`src/rtl/isq_pkg.sv`:
```
// Shared types for the interrupt entry/return sequencer.
// Assumes: one state per bus cycle; the encoding is local to this block.
package isq_pkg;
    typedef enum logic [3:0] {
        S_RVH,  S_RVL,  S_DEC,  S_EXE,
        S_PPCL, S_PPCH, S_PX,   S_PA,   S_PCC,
        S_VH,   S_VL,
        S_OCC,  S_OA,   S_OX,   S_OPCH, S_OPCL
    } isq_state_e;
endpackage

```
`src/rtl/isq_fsm.sv`:
```
// Control state machine: decides between an instruction and an interrupt
// entry, then steps the push, vector and pop sequences one byte per cycle.
// Assumes: mask comes from the live condition byte; exec_done is only
// looked at while an instruction is in flight.
module isq_fsm
    import isq_pkg::*;
(
    input  logic       clk,
    input  logic       rst_n,
    input  logic       mask,
    input  logic       irq_pend,
    input  logic       exec_done,
    input  logic       exec_iret,
    output isq_state_e st,
    output logic       exec_go,
    output logic       irq_ack
);
    isq_state_e st_nx;
    logic       take;

    assign take    = irq_pend && !mask;
    assign exec_go = (st == S_DEC) && !take;
    assign irq_ack = (st == S_VH);

    // State register, reset enters the reset-vector fetch.
    always_ff @(posedge clk) begin
        if (!rst_n) st <= S_RVH;
        else        st <= st_nx;
    end

    // Next-state selection.
    always_comb begin
        st_nx = st;
        case (st)
            S_RVH:  st_nx = S_RVL;
            S_RVL:  st_nx = S_DEC;
            S_DEC:  st_nx = take ? S_PPCL : S_EXE;
            S_EXE:  if (exec_done) st_nx = exec_iret ? S_OCC : S_DEC;
            S_PPCL: st_nx = S_PPCH;
            S_PPCH: st_nx = S_PX;
            S_PX:   st_nx = S_PA;
            S_PA:   st_nx = S_PCC;
            S_PCC:  st_nx = S_VH;
            S_VH:   st_nx = S_VL;
            S_VL:   st_nx = S_DEC;
            S_OCC:  st_nx = S_OA;
            S_OA:   st_nx = S_OX;
            S_OX:   st_nx = S_OPCH;
            S_OPCH: st_nx = S_OPCL;
            S_OPCL: st_nx = S_DEC;
            default: st_nx = S_RVH;
        endcase
    end

    // the acknowledge never lasts longer than one cycle.
    p_ack_one_cycle_r5: assert property (@(posedge clk) disable iff (!rst_n)
        irq_ack |=> !irq_ack);
endmodule

```
`src/rtl/isq_regs.sv`:
```
// Context register file: program counter, accumulator, index, condition
// byte, stack pointer and the latched vector address.
// Assumes: AW == 2*DW; memory read data is valid in the cycle of the read.
module isq_regs
    import isq_pkg::*;
#(
    parameter int              DW       = 8,
    parameter int              AW       = 2 * DW,
    parameter logic [AW-1:0]   SP_TOP   = 16'h01FF,
    parameter int              MASK_BIT = 3
) (
    input  logic          clk,
    input  logic          rst_n,
    input  isq_state_e    st,
    input  logic [DW-1:0] mem_rdata,
    input  logic [AW-1:0] irq_vec,
    input  logic          exec_done,
    input  logic          exec_iret,
    input  logic [AW-1:0] exec_pc,
    input  logic [DW-1:0] exec_a,
    input  logic [DW-1:0] exec_x,
    input  logic [DW-1:0] exec_cc,
    output logic [AW-1:0] pc,
    output logic [DW-1:0] a,
    output logic [DW-1:0] x,
    output logic [DW-1:0] cc,
    output logic [AW-1:0] sp,
    output logic [AW-1:0] vec_q
);
    localparam logic [AW-1:0] ONE      = AW'(1);
    localparam logic [DW-1:0] MASK_SET = DW'(1) << MASK_BIT;

    // Register updates per sequencer state.
    always_ff @(posedge clk) begin
        if (!rst_n) begin
            pc    <= '0;
            a     <= '0;
            x     <= '0;
            cc    <= MASK_SET;
            sp    <= SP_TOP;
            vec_q <= '0;
        end else begin
            if (st == S_DEC) vec_q <= irq_vec;
            case (st)
                S_RVH, S_VH, S_OPCH: pc[AW-1:DW] <= mem_rdata;
                S_RVL, S_VL, S_OPCL: pc[DW-1:0]  <= mem_rdata;
                S_EXE: if (exec_done && !exec_iret) begin
                    pc <= exec_pc;
                    a  <= exec_a;
                    x  <= exec_x;
                    cc <= exec_cc;
                end
                S_PPCL, S_PPCH, S_PX, S_PA, S_PCC: sp <= sp - ONE;
                S_OCC: cc <= mem_rdata;
                S_OA:  a  <= mem_rdata;
                S_OX:  x  <= mem_rdata;
                default: ;
            endcase
            if (st == S_OCC || st == S_OA || st == S_OX || st == S_OPCH || st == S_OPCL)
                sp <= sp + ONE;
            if (st == S_VH) cc[MASK_BIT] <= 1'b1;
        end
    end
endmodule

```
`src/rtl/isq_bus.sv`:
```
// Byte bus driver: address, strobes and write data for each sequencer state.
// Assumes: pushes post-decrement, pops pre-increment; the high vector byte
// sits at the latched vector address and the low byte right above it.
module isq_bus
    import isq_pkg::*;
#(
    parameter int            DW        = 8,
    parameter int            AW        = 2 * DW,
    parameter logic [AW-1:0] RESET_VEC = 16'hFFFE
) (
    input  isq_state_e    st,
    input  logic [AW-1:0] pc,
    input  logic [DW-1:0] a,
    input  logic [DW-1:0] x,
    input  logic [DW-1:0] cc,
    input  logic [AW-1:0] sp,
    input  logic [AW-1:0] vec_q,
    output logic [AW-1:0] mem_addr,
    output logic          mem_rd,
    output logic          mem_wr,
    output logic [DW-1:0] mem_wdata
);
    localparam logic [AW-1:0] ONE = AW'(1);

    // Bus cycle decode.
    always_comb begin
        mem_addr  = pc;
        mem_rd    = 1'b0;
        mem_wr    = 1'b0;
        mem_wdata = '0;
        case (st)
            S_RVH: begin mem_addr = RESET_VEC;       mem_rd = 1'b1; end
            S_RVL: begin mem_addr = RESET_VEC + ONE; mem_rd = 1'b1; end
            S_PPCL: begin mem_addr = sp; mem_wr = 1'b1; mem_wdata = pc[DW-1:0];  end
            S_PPCH: begin mem_addr = sp; mem_wr = 1'b1; mem_wdata = pc[AW-1:DW]; end
            S_PX:   begin mem_addr = sp; mem_wr = 1'b1; mem_wdata = x;  end
            S_PA:   begin mem_addr = sp; mem_wr = 1'b1; mem_wdata = a;  end
            S_PCC:  begin mem_addr = sp; mem_wr = 1'b1; mem_wdata = cc; end
            S_VH: begin mem_addr = vec_q;       mem_rd = 1'b1; end
            S_VL: begin mem_addr = vec_q + ONE; mem_rd = 1'b1; end
            S_OCC, S_OA, S_OX, S_OPCH, S_OPCL: begin
                mem_addr = sp + ONE;
                mem_rd   = 1'b1;
            end
            default: ;
        endcase
    end
endmodule

```
`src/rtl/irq_ctx_seq.sv`:
```
// Top of the interrupt entry/return sequencer: wires the state machine,
// the context registers and the bus driver, and holds the cross-module
// checks.
// Assumes: synchronous active-low reset; the arbiter keeps irq_pend high
// until the source is cleared by its peripheral.
module irq_ctx_seq
    import isq_pkg::*;
#(
    parameter int                DW        = 8,
    parameter logic [2*DW-1:0]   SP_TOP    = 16'h01FF,
    parameter logic [2*DW-1:0]   RESET_VEC = 16'hFFFE,
    parameter int                MASK_BIT  = 3
) (
    input  logic              clk,
    input  logic              rst_n,
    input  logic              irq_pend,
    input  logic [2*DW-1:0]   irq_vec,
    output logic              irq_ack,
    output logic              exec_go,
    input  logic              exec_done,
    input  logic              exec_iret,
    input  logic [2*DW-1:0]   exec_pc,
    input  logic [DW-1:0]     exec_a,
    input  logic [DW-1:0]     exec_x,
    input  logic [DW-1:0]     exec_cc,
    output logic [2*DW-1:0]   mem_addr,
    output logic              mem_rd,
    output logic              mem_wr,
    output logic [DW-1:0]     mem_wdata,
    input  logic [DW-1:0]     mem_rdata,
    output logic [2*DW-1:0]   ctx_pc,
    output logic [DW-1:0]     ctx_a,
    output logic [DW-1:0]     ctx_x,
    output logic [DW-1:0]     ctx_cc,
    output logic [2*DW-1:0]   ctx_sp
);
    localparam int            AW  = 2 * DW;
    localparam logic [AW-1:0] ONE = AW'(1);

    isq_state_e    st;
    logic [AW-1:0] vec_q;

    isq_fsm u_fsm (
        .clk       (clk),
        .rst_n     (rst_n),
        .mask      (ctx_cc[MASK_BIT]),
        .irq_pend  (irq_pend),
        .exec_done (exec_done),
        .exec_iret (exec_iret),
        .st        (st),
        .exec_go   (exec_go),
        .irq_ack   (irq_ack)
    );

    isq_regs #(.DW(DW), .AW(AW), .SP_TOP(SP_TOP), .MASK_BIT(MASK_BIT)) u_regs (
        .clk       (clk),
        .rst_n     (rst_n),
        .st        (st),
        .mem_rdata (mem_rdata),
        .irq_vec   (irq_vec),
        .exec_done (exec_done),
        .exec_iret (exec_iret),
        .exec_pc   (exec_pc),
        .exec_a    (exec_a),
        .exec_x    (exec_x),
        .exec_cc   (exec_cc),
        .pc        (ctx_pc),
        .a         (ctx_a),
        .x         (ctx_x),
        .cc        (ctx_cc),
        .sp        (ctx_sp),
        .vec_q     (vec_q)
    );

    isq_bus #(.DW(DW), .AW(AW), .RESET_VEC(RESET_VEC)) u_bus (
        .st        (st),
        .pc        (ctx_pc),
        .a         (ctx_a),
        .x         (ctx_x),
        .cc        (ctx_cc),
        .sp        (ctx_sp),
        .vec_q     (vec_q),
        .mem_addr  (mem_addr),
        .mem_rd    (mem_rd),
        .mem_wr    (mem_wr),
        .mem_wdata (mem_wdata)
    );

    // first cycle out of reset sees the stack top and a set mask.
    p_reset_ctx_r7: assert property (@(posedge clk) disable iff (!rst_n)
        $past(!rst_n) |-> (ctx_sp == SP_TOP && ctx_cc[MASK_BIT]));

    // no instruction starts while an unmasked request is pending.
    p_go_respects_pend_r1: assert property (@(posedge clk) disable iff (!rst_n)
        (exec_go && irq_pend) |-> ctx_cc[MASK_BIT]);

    // every stack write moves the stack pointer down by one.
    p_push_sp_dec_r3: assert property (@(posedge clk) disable iff (!rst_n)
        mem_wr |=> (ctx_sp == $past(ctx_sp) - ONE));

    // the mask is already set while the low vector byte is fetched.
    p_mask_after_entry_r4: assert property (@(posedge clk) disable iff (!rst_n)
        (st == S_VL) |-> ctx_cc[MASK_BIT]);

    // the first pop moves the stack pointer up by one.
    p_pop_sp_inc_r6: assert property (@(posedge clk) disable iff (!rst_n)
        (st == S_OCC) |=> (ctx_sp == $past(ctx_sp) + ONE));

    // read and write strobes are exclusive.
    p_rw_excl_r9: assert property (@(posedge clk) disable iff (!rst_n)
        !(mem_wr && mem_rd));
endmodule

```
`config.mk`:
```
export PLATFORM = sky130hd
export DESIGN_NAME = irq_ctx_seq
export DESIGN_NICKNAME = d
export VERILOG_FILES = /design/src/rtl/isq_pkg.sv /design/src/rtl/isq_fsm.sv /design/src/rtl/isq_regs.sv /design/src/rtl/isq_bus.sv /design/src/rtl/irq_ctx_seq.sv
export SDC_FILE = /design/constraint.sdc
export NUM_CORES = 1
export LEC_CHECK = 0
export BUFFER_PORTS_ARGS = -buffer_cell sky130_fd_sc_hd__buf_2
export CORE_UTILIZATION = 58
export CTS_BUF_LIST = sky130_fd_sc_hd__clkbuf_4
export CTS_CLUSTER_DIAMETER = 50
export DETAILED_ROUTE_END_ITERATION = 12
export GPL_ROUTABILITY_DRIVEN = 0
export PLACE_DENSITY = 0.95
export SLEW_MARGIN = 20
export SYNTH_ARGS = -nofsm -noshare
export SYNTH_HDL_FRONTEND = slang
export SYNTH_SLANG_ARGS = --single-unit
```
`constraint.sdc`:
```
create_clock -name clk -period 4.7 [get_ports clk]
set_input_delay 0.47 -clock clk [delete_from_list [all_inputs] [get_ports clk]]
set_output_delay 0.47 -clock clk [all_outputs]
set_load 0.05 [all_outputs]
```
* After elaboration in Yosys (flattened, before gate mapping)
Index checks and enable logic that the tools add are counted.
** Operators by class
- Add/subtract/negate cells :: 3
- Multiplexer cells :: 19
- Equality and inequality tests :: 17
- Bitwise operators :: 1
- Reduce and logical (&&, ||, !) cells :: 28
** Operators by type and width (count)
- $pmux W16 S6 :: 1
- $pmux W8 S2 :: 5
- $pmux W4 S14 :: 1
- $mux W16 :: 3
- $pmux W8 S5 :: 1
- $add A16 B1 Y16 const B :: 2
- $eq A4 B4 Y1 const B :: 8
- $mux W8 :: 3
- $eq A4 B3 Y1 const B :: 4
- $sub A16 B1 Y16 const B :: 1
- $reduce_bool A2 Y1 :: 6
- $reduce_and A2 Y1 :: 5
- $reduce_or A5 Y1 :: 2
- $reduce_or A9 Y1 :: 1
- $eq A4 B2 Y1 const B :: 2
- $mux W4 :: 2
- $reduce_or A3 Y1 :: 2
- $eq A4 B1 Y1 const B :: 1
- $logic_not A4 Y1 :: 1
- $logic_or A1 B1 Y1 :: 4
- $logic_and A1 B1 Y1 :: 3
- $logic_not A1 Y1 :: 3
- $mux W3 :: 1
- $mux W1 :: 2
- 4 further kinds :: 4
** Storage, ports and cells
- Flip-flop bits (word level) :: 76
- Word-level logic and storage cells :: 77
- Output and inout port bits :: 84

* Longest topological paths before layout
Gate-level depths: netlist (run 1).
- Depth in word-level cells :: 6
- Gate-level depth with buffers :: 8

* Cells and area by module
A second synthesis (run 1) with hierarchy kept.
** Second synthesis, totals
- Cells, all modules :: 746
- Area total of the unflattened synthesis :: 5816.8 µm²
** By module, submodules not included
- isq_regs :: area each 3807.4 µm², times used 1, cells an instance 449
- isq_bus :: area each 1719.1 µm², times used 1, cells an instance 264
- isq_fsm :: area each 290.3 µm², times used 1, cells an instance 33

* Worst setup path after synthesis (run 1)
Ideal clock, no wire load.
- Kind :: register to output
- Start :: register u_regs.sp[0]
- End :: output port mem_addr[13]
- Path slack :: 1.552 ns
- Data arrival time :: 2.678 ns
- Stages on the path, launching flop included :: 7
- Cells stage by stage :: dfxtp_1 -> clkbuf_1 -> nand3_1 -> nor4_1 -> xnor2_1 -> a222oi_1 -> a31oi_1
** On the way
- Cells in the longest elaborated chain, start to end :: 2
** Ends and longest elaborated chain
- start: declaration :: RTL line isq_regs.sv:27 : output logic [AW-1:0] sp,
- start signal: assignment :: RTL line isq_regs.sv:53 : S_PPCL, S_PPCH, S_PX, S_PA, S_PCC: sp <= sp - ONE;
- start signal: assignment :: RTL line isq_regs.sv:60 : sp <= sp + ONE;
- $add A16 B1 Y16 :: RTL line isq_bus.sv:42 : mem_addr = sp + ONE;
- $pmux W16 S6 :: RTL line isq_bus.sv:31 : case (st)
- end: declaration :: RTL line irq_ctx_seq.sv:26 : output logic [2*DW-1:0] mem_addr,
Every way passes these cells.

* Worst setup path after layout (run 1)
- Start :: register u_fsm.st[0]
- End :: output port mem_addr[7]
** On the way
- Cells in the longest elaborated chain, start to end :: 3
** Ends and longest elaborated chain
- start: declaration :: RTL line isq_fsm.sv:14 : output isq_state_e st,
- start signal: assignment :: RTL line isq_fsm.sv:28 : else st <= st_nx;
- $eq A4 B4 Y1 or $eq A4 B3 Y1 (tied branches) :: RTL line isq_bus.sv:31
- $reduce_or A5 Y1 (on tied branches)
- $pmux W16 S6 * :: RTL line isq_bus.sv:31
Every way passes the cells marked *; elsewhere a longest branch is shown, timed or not.

==> impl_metrics.json, run 1 <==
{
  "status": "finished clean",
  "ys_async_sr_fraction_pct": 0,
  "num-nets-final": 842,
  "wl_met1_mm": 6.57,
  "postSynthCellCount": 656,
  "cts_tree": "built",
  "synth_area_leader_cell": "dfxtp_1",
  "ant_nets": 0,
  "grt_pass1_vias": 5428,
  "first_pass_iters": 7,
  "area_growth_pct": 17.0,
  "gr-total-overflow": 0,
  "arrival_ns": 3.13,
  "ys_seq_elements": 76,
  "synth_flop_cell": "dfxtp_1",
  "min_period_over_period_pct": 76.6,
  "drive_gt1_share_pct": 26.1,
  "path_class": "reg2out",
  "max_freq_ghz": 0.278,
  "cp-end-kind": "primary output",
  "place_area_um2": 5920,
  "met3_length_mm": 1.78,
  "drv_slew": 0,
  "ys_seq_area_share_pct": 29.3,
  "vias": 5864,
  "diodes": 0,
  "synth_edf_count": 0,
  "setup_viol": 0,
  "rows": 34,
  "syn_nets": 728,
  "grt_pass1_wl_mm": 26.8,
  "die_h_um": 96.7,
  "cts_sinks": 76,
  "start_kind": "flop",
  "avgSynthCellArea_um2": 7.93,
  "cts_resized": 0,
  "r2r_slack_ns": 1.72,
  "cts-root-buf": "clkbuf_4",
  "clockBufferDepth": 2,
  "synthTopCellsByArea": "dfxtp_1 29%, mux2i_1 10%, nor2_1 6.2%",
  "drt_iter0_markers": 716,
  "grt_start_max_net_pins": 57,
  "route.detailed.wl_per_inst_um": 19.2,
  "relSlewSlack_pct": 24.3,
  "yosysWarnings": 0,
  "fin_tns_setup_ns": 0,
  "worst_pin_slew_ns": 1.13,
  "fp.dieArea_um2": 9350,
  "grt_usage_pct": 35.0,
  "post_cts.repair.setup_buffers": 0,
  "power.density_nw_per_um2": 289,
  "vias_per_cell": 6.64,
  "core_area_um2": 8720,
  "h-tree-depth": 3,
  "cp_max_fo": 21,
  "stdcell_area_um2": 6080,
  "clk_pin_slew_ns": 0.13,
  "io_buffers": 152,
  "wl_mm": 17.0,
  "period_needed_ns": 3.60,
  "peakVddDrop_mv": 0.246,
  "grt_setup_unrepaired": "no",
  "met2_length_mm": 7.68,
  "die_w_um": 96.7,
  "netlist.area_leader.share_pct": 29.3,
  "yosys.cell_types.count": 60,
  "p_leak_nw": 2.74,
  "numCtsBuffers": 9,
  "clock_latency_ns": 0.42,
  "hp-class": "in2reg",
  "top_layer_used": "met4",
  "hpwl_mm": 12.1,
  "drc": 0,
  "clock_skew_ns": 0.0162,
  "netlist_area_um2": 5200,
  "cp.required_ns": 4.23,
  "start_util_pct": 59.6,
  "antenna_found_initial": 0,
  "final_hold_viol_count": 0,
  "max_cap_violations": 0,
  "io_pins": 153,
  "hold_buffers": 0
}
## power breakdown
group,switching [mW],internal [mW]
Sequential,0.0653,0.680
Clock,0.247,0.214
Combinational,0.376,0.175
Total,0.689,1.07
## path summary, 6_finish.rpt
kind                    startpoint          endpoint  cells after the start
setup / recovery       u_fsm.st[0]       mem_addr[7]                      5
hold / removal          irq_vec[9]   u_regs.vec_q[9]                      3
setup reg to reg       u_fsm.st[0]      u_regs.cc[1]                      5
hold reg to reg   u_regs.vec_q[12]  u_regs.vec_q[12]                      2
## state kept, by name, summed over array words and instances, names as in the netlist
register / flops
u_regs.a: 8
u_regs.pc: 16
u_fsm.st: 4
u_regs.sp: 16
u_regs.x: 8
u_regs.cc: 8
u_regs.vec_q: 16
## layer usage
metal | GRT usage [%] | vias up
met1 | 45.1 | 2683
met2 | 54.4 | 451
met4 | 21.0 | 0
li1 | - | 2627
met5 | 0 | -
met3 | 6.50 | 103
## stage by stage
| stage | setup WS, ns | power, mW | util, % | cells | hold slack, ns |
|---|---|---|---|---|---|
| 2_1_floorplan | 1.55 | 1.14 | - | 656 | 0.463 |
| 3_3_place_gp | 1.90 | 1.28 | 67.9 | 867 | 0.489 |
| 3_5_place_dp | 1.81 | 1.29 | 67.9 | 867 | 0.507 |
| 4_1_cts | 1.30 | 1.74 | 69.7 | 883 | 0.279 |
| 5_1_grt | 0.948 | 1.81 | 69.8 | 883 | 0.291 |
| 6_report | 1.10 | 1.76 | 69.8 | 883 | 0.281 |
## critical path, cell delays in order, from the launching register on
cell and delay (ns):
dfxtp_1 0.93, a21oi_1 0.25, nor4_1 0.76, o21ai_0 0.27
a21oi_1 0.21, buf_2 0.29
## kinds of logic (layout without fill, tap and decap cells)
group,count (synthesis),in the layout,share of synthesized area (%)
AOI/OAI and AO/OA,157,157,20.7
DFF,76,76,29.3
buffers and inverters,74,193,5.87
muxes,68,68,15.2
adders and majority gates,3,3,0.722
and+or+nand+nor,245,245,22.7
xor gates and xnor gates,33,33,5.56
## area by class of cell
class                      count  area [um2]
multi-input combinational    506        3380
timing repair buffer         162         836
sequential                    76        1520
inverter                      15        56.3
clock inverter                 7        90.1
clock buffer                   9        67.6
tap                          108         135
fill                         669        2640
## cell usage in the layout (no fill, tap or decap), types with 3 or more instances in the layout
cell type  netlist  final
buf_2           13    152
nor2_1          86     86
dfxtp_1         76     76
nand2_1         66     66
mux2i_1         52     52
a21oi_1         42     42
a211oi_1        33     33
o21ai_0         21     21
nor3_1          20     20
xnor2_1         18     18
xor2_1          15     15
nand3_1         14     14
inv_1           14     13
nor4_1          12     12
a22o_1          11     11
nand4_1         10     10
buf_4            1     10
clkbuf_4         0      9
nor2b_1          8      8
mux4_2           8      8
mux2_2           8      8
a222oi_1         7      7
a31oi_1          6      6
or3_1            5      5
nand2b_1         5      5
a221oi_1         5      5
o21a_1           5      5
clkinv_1         1      4
o211ai_1         4      4
or4_1            4      4
and3_1           3      3
a22oi_1          3      3
ha_1             3      3
## cells in the mapped netlist (15+ instances only)
library cell / instances
nor2_1: 86
mux2i_1: 52
nand2_1: 66
o21ai_0: 21
xnor2_1: 18
xor2_1: 15
clkbuf_1: 41
nor3_1: 20
dfxtp_1: 76
a211oi_1: 33
a21oi_1: 42
Power figures use the tool's default switching activity.
==> run 2, diff against run 1 <==
CORE_UTILIZATION = 54   (was 58)
PLACE_DENSITY = 0.92   (was 0.95)
clock period = 3.75 ns   (was 4.7 ns; I/O delays follow)
==> run 2 against run 1 <==
  * Sequential cell count is the same
  * Critical path type unchanged
  * Critical path depth grew 2
  * Die area grew 7.3%
  * Hold slack lost 0.10 ns
  * Clock-buffer cell count grew 1
  * Setup slack lost 0.69 ns
  * Largest cell class unchanged
==> impl_metrics.json, run 2 (same netlist as run 1, synthesis figures left out) <==
{
  "status": "finished clean",
  "final_common_cell": "buf_2",
  "p_sw_mw": 0.866,
  "met3_usage_pct": 5.71,
  "comb_power_share_pct": 31.3,
  "reg2reg_from": "u_fsm.st[1]",
  "pre_cts_slack_ns": 0.729,
  "antenna_found_initial": 0,
  "final.setup.worst_slack_ns": 0.405,
  "max_freq_ghz": 0.299,
  "grt_setup_unrepaired": "no",
  "rr_worst_depth": 6,
  "cp-end-kind": "primary output",
  "first_pass_iters": 8,
  "die_w_um": 100,
  "drc": 0,
  "peakVddDrop_mv": 0.208,
  "grt_busiest_layer": "met2",
  "relSlewSlack_pct": 24.1,
  "h-tree-depth": 3,
  "place_area_um2": 5960,
  "cp_max_fo": 13,
  "crit_path_end": "mem_addr[6]",
  "grt_pass1_vias": 5401,
  "period_needed_ns": 3.34,
  "stdcell_area_um2": 6130,
  "arrival_ns": 2.97,
  "clock_latency_ns": 0.44,
  "hpwl_mm": 12.3,
  "switching_share_pct": 39.0,
  "drive_gt1_share_pct": 26.6,
  "clock_skew_ns": 0.0163,
  "r2r_slack_ns": 0.85,
  "gr-total-overflow": 0,
  "route.detailed.wl_per_inst_um": 18.9,
  "drt_iter0_markers": 747,
  "rows": 35,
  "vias_per_cell": 6.42,
  "area_growth_pct": 17.9,
  "met1_usage_pct": 45.4,
  "grt_pass1_wl_mm": 26.9,
  "p_int_mw": 1.35,
  "path_class": "reg2out",
  "clockBufferDepth": 2,
  "power.density_nw_per_um2": 362,
  "grt_start_max_net_pins": 66,
  "wl_mm": 17.1,
  "hp-class": "in2reg",
  "worst_pin_slew_ns": 1.13,
  "cts_tree": "built",
  "top_regs": "u_regs.pc x16, u_regs.sp x16, u_regs.vec_q x16",
  "die_h_um": 100,
  "setup_viol": 0,
  "layout_common_cells": "152 x buf_2, 86 x nor2_1, 75 x dfxtp_1, 66 x nand2_1, 52 x mux2i_1",
  "core_area_um2": 9280,
  "diodes": 0,
  "cts-root-buf": "clkbuf_4",
  "pwr-share-seq_pct": 42.2,
  "post_cts.repair.setup_buffers": 0,
  "pwr-share-clk_pct": 26.5,
  "num-nets-final": 844,
  "grtUsageMet2_pct": 51.6,
  "max_cap_violations": 0,
  "fp.dieArea_um2": 10000,
  "final_hold_viol_count": 0,
  "grt_usage_pct": 33.9,
  "fin_tns_setup_ns": 0,
  "clk_pin_slew_ns": 0.13,
  "ant_nets": 0,
  "startpoint": "u_fsm.st[0]",
  "drv_slew": 0,
  "min_period_over_period_pct": 89.2,
  "numCtsBuffers": 9,
  "start_util_pct": 56.0,
  "io_buffers": 152,
  "cp.required_ns": 3.38,
  "io_pins": 153,
  "vias": 5815,
  "power_mw": 2.22,
  "worstReg2RegEnd": "u_regs.pc[5]",
  "p_leak_nw": 2.74,
  "fin_util_pct": 66.1,
  "start_kind": "flop",
  "cts_sinks": 76
}
run 2: cell types whose count changed in the layout (fill, tap and decap cells not counted), sizes merged:
cell      before  now
clkinv         6    3
buf          162  164
clkinvlp       0    2
clkbuf         9   10
run 2: power groups by stage:
stage | registers [mW] | clock network (mW) | logic (mW)
6_report | 0.937 | 0.589 | 0.694
5_1_grt | 0.942 | 0.624 | 0.735
4_1_cts | 0.931 | 0.582 | 0.682
3_5_place_dp | 0.949 | 0 | 0.677
3_3_place_gp | 0.947 | 0 | 0.661
2_1_floorplan | 1.01 | 0 | 0.422
run 2: layout make-up:
class,instances,area (um2)
Clock buffer,10,75.1
Fill cell,779,3150
Inverter,15,57.6
Multi-Input combinational cell,506,3380
Sequential cell,76,1520
Tap cell,129,161
Clock inverter,6,87.6
Timing Repair Buffer,164,851
run 2: layer usage:
metal	vias to the layer above	wire length, um
li1	2631	-
met5	-	0
met1	2646	6600
met3	93	1810
met2	445	7830
met4	0	896
run 2: what timing repair did:
item,CTS,global route
gates resized for setup,0,1
setup endpoints to repair,0,11
hold endpoints to repair,0,0
hold buffers,0,0
run 2: worst max-delay path, cell delays in order, from the launching register on:
cell and delay (ns):
dfxtp_1 0.61, buf_4 0.32, a21oi_1 0.14, nor2_1 0.52
buf_4 0.31, a222oi_1 0.11, a21oi_1 0.22, buf_2 0.30
run 2: worst min-delay path by stage:
stage | slack (ns) | to | from | cells past startpoint
after floorplan | 0.46 | u_regs.vec_q[15] | u_regs.vec_q[15] | 2
after global placement | 0.49 | u_regs.vec_q[15] | u_regs.vec_q[15] | 2
after detailed placement | 0.51 | u_regs.vec_q[8] | u_regs.vec_q[8] | 2
after CTS | 0.17 | u_regs.vec_q[11] | irq_vec[11] | 3
after global routing | 0.17 | u_regs.vec_q[11] | irq_vec[11] | 3
final | 0.18 | u_regs.vec_q[15] | irq_vec[15] | 3
run 2: through the flow:
step | hold WS, ns | cells
3_3_place_gp | 0.489 | 890
4_1_cts | 0.175 | 906
2_1_floorplan | 0.463 | 656
6_report | 0.178 | 906
5_1_grt | 0.170 | 906
3_5_place_dp | 0.506 | 890
==> run 3, diff against run 2 <==
ABC_AREA = 1   (was not set)
==> run 3 against run 2 <==
  * Utilization is 0.87 points lower
  * Total power is 70% higher
  * First-iteration DRC count is 25% lower
  * Synthesized cell count is 28% higher
  * Via count is 15% higher
  * Hold slack worse by 0.035 ns
  * Critical endpoint is now mem_addr[7]
==> impl_metrics.json, run 3 <==
{
  "layout_common_cells": "231 x nand2_1, 152 x buf_2, 98 x nand3_1, 97 x nor2_1, 76 x dfxtp_1",
  "hold_start": "irq_vec[9]",
  "clk_pin_slew_ns": 0.16,
  "cp-end-kind": "primary output",
  "peakVddDrop_mv": 0.276,
  "ant_nets": 0,
  "route.detailed.wl_per_inst_um": 16.4,
  "synth_flop_cell": "dfxtp_1",
  "arrival_ns": 2.56,
  "cpPeakStageDelay_ns": 0.46,
  "start_kind": "flop",
  "worstReg2RegEnd": "u_regs.sp[1]",
  "area_growth_pct": 17.3,
  "place_area_um2": 5850,
  "start_util_pct": 55.6,
  "hold_buffers": 0,
  "synth_edf_count": 0,
  "drv_slew": 0,
  "num-nets-final": 1039,
  "vias_per_cell": 6.19,
  "cts_tree": "built",
  "final.setup.worst_slack_ns": 0.811,
  "synthTopCellsByArea": "dfxtp_1 30%, nand2_1 17%, nand3_1 9.6%",
  "period_needed_ns": 2.94,
  "grt_start_max_net_pins": 41,
  "clock_skew_ns": 0.0331,
  "grt_pass1_wl_mm": 28.3,
  "status": "finished clean",
  "cp.required_ns": 3.38,
  "drc": 0,
  "pre_cts_slack_ns": 1.32,
  "grt_usage_pct": 36.0,
  "yosysMostFrequentCell": "nand2_1",
  "post_cts.repair.setup_buffers": 0,
  "netlist_area_um2": 5110,
  "numCtsBuffers": 9,
  "path_class": "reg2out",
  "whs_path_depth": 3,
  "die_w_um": 99.3,
  "cts_resized": 0,
  "multi_input_area_um2": 3130,
  "setup_viol": 0,
  "wl_mm": 17.7,
  "h-tree-depth": 3,
  "cp_max_fo": 17,
  "hpwl_mm": 13.3,
  "ys_seq_area_share_pct": 29.8,
  "r2r_slack_ns": 1.64,
  "worst_pin_slew_ns": 0.815,
  "stdcell_area_um2": 5990,
  "power_mw": 3.76,
  "cp_common_cell": "nor2_1",
  "ys_async_sr_fraction_pct": 0,
  "clock_latency_ns": 0.44,
  "min_period_over_period_pct": 78.4,
  "netlist_top_cells_count": "231 x nand2_1, 98 x nand3_1, 97 x nor2_1",
  "die_h_um": 99.3,
  "netlist.area_leader.share_pct": 29.8,
  "synth_area_leader_cell": "dfxtp_1",
  "io_buffers": 152,
  "power.density_nw_per_um2": 628,
  "rr_worst_depth": 9,
  "fin_tns_setup_ns": 0,
  "regArea_um2": 1520,
  "reg2reg_from": "u_fsm.st[3]",
  "first_pass_iters": 10,
  "syn_nets": 909,
  "startpoint": "u_fsm.st[3]",
  "postSynthCellCount": 837,
  "top_regs": "u_regs.pc x16, u_regs.sp x16, u_regs.vec_q x16",
  "ys_seq_elements": 76,
  "yosysWarnings": 0,
  "drive_gt1_share_pct": 21.0,
  "hold_path_end": "u_regs.vec_q[9]",
  "drt_iter0_markers": 560,
  "cts-root-buf": "clkbuf_4",
  "critical_path.cell_chain": "inv_2, nor2_1, nand2_1, nand2_2, inv_2, o211ai_1, nor2_1, nor2_1, buf_2",
  "antenna_found_initial": 0,
  "vias": 6701,
  "rows": 35,
  "avgSynthCellArea_um2": 6.10,
  "gr-total-overflow": 0,
  "fp.dieArea_um2": 9850,
  "final_common_cell": "nand2_1",
  "final_hold_viol_count": 0,
  "yosys.cell_types.count": 34,
  "hp-class": "in2reg",
  "cts_sinks": 76,
  "fillers": 854,
  "io_pins": 153,
  "max_cap_violations": 0,
  "max_freq_ghz": 0.340,
  "grt_pass1_vias": 6070,
  "diodes": 0,
  "slowest_stage": "dfxtp_1",
  "relSlewSlack_pct": 45.5,
  "p_leak_nw": 3.00,
  "clockBufferDepth": 2,
  "grt_setup_unrepaired": "no",
  "core_area_um2": 9200
}
-- run 3: worst max-delay path by stage --
| stage | cells after the start | slack [ns] | to |
|---|---|---|---|
| floorplan | 9 | 1.25 | mem_addr[7] |
| global route | 6 | 0.63 | mem_addr[15] |
| detailed placement | 9 | 1.32 | mem_addr[7] |
| CTS | 9 | 0.87 | mem_addr[7] |
| global placement | 9 | 1.40 | mem_addr[7] |
| finish | 9 | 0.81 | mem_addr[7] |
-- run 3: cells by family after synthesis --
| family | Yosys count | synth area share (%) |
|---|---|---|
| simple gates | 473 | 40.2 |
| compound gates | 176 | 20.3 |
| buf+inv | 109 | 8.99 |
| flops | 76 | 29.8 |
| fa+ha+maj | 3 | 0.735 |
-- run 3: final cells by class --
class,instances,share of cell area (%)
tap,111,2.32
sequential,76,25.4
multi-input combinational,652,52.2
timing repair buffer,155,13.1
inverter,73,4.59
clock buffer,9,1.13
clock inverter,7,1.34
-- run 3: layer usage --
metal  global-route usage, %  up-vias  wire (um)  part of all wire (%)
li1                        -     3102          -                     -
met1                    40.3     3007       6330                    36
met2                    62.0      486       8280                    47
met3                    7.66      106       2060                    12
met4                    23.0        0       1030                   5.8
met5                    1.03        -          0                     0
-- run 3: worst max-delay path: cells and delay by family (launching register included) --
family	cells	cell delay (ns)
flops	1	0.46
buf+inv	3	0.58
simple gates	5	0.89
compound gates	1	0.20
-- run 3: through the flow --
stage	hold slack (ns)	util (%)	instances
2_1_floorplan	0.458	-	837
3_3_place_gp	0.495	63.6	1067
3_5_place_dp	0.505	63.6	1067
4_1_cts	0.151	65.2	1083
5_1_grt	0.152	65.2	1083
6_report	0.143	65.2	1083
-- run 3: where the power goes --
| part | total (mW) | switching, mW | internal (mW) |
|---|---|---|---|
| sequential | 1.25 | 0.258 | 0.996 |
| clock | 0.565 | 0.351 | 0.214 |
| combinational | 1.94 | 1.49 | 0.450 |
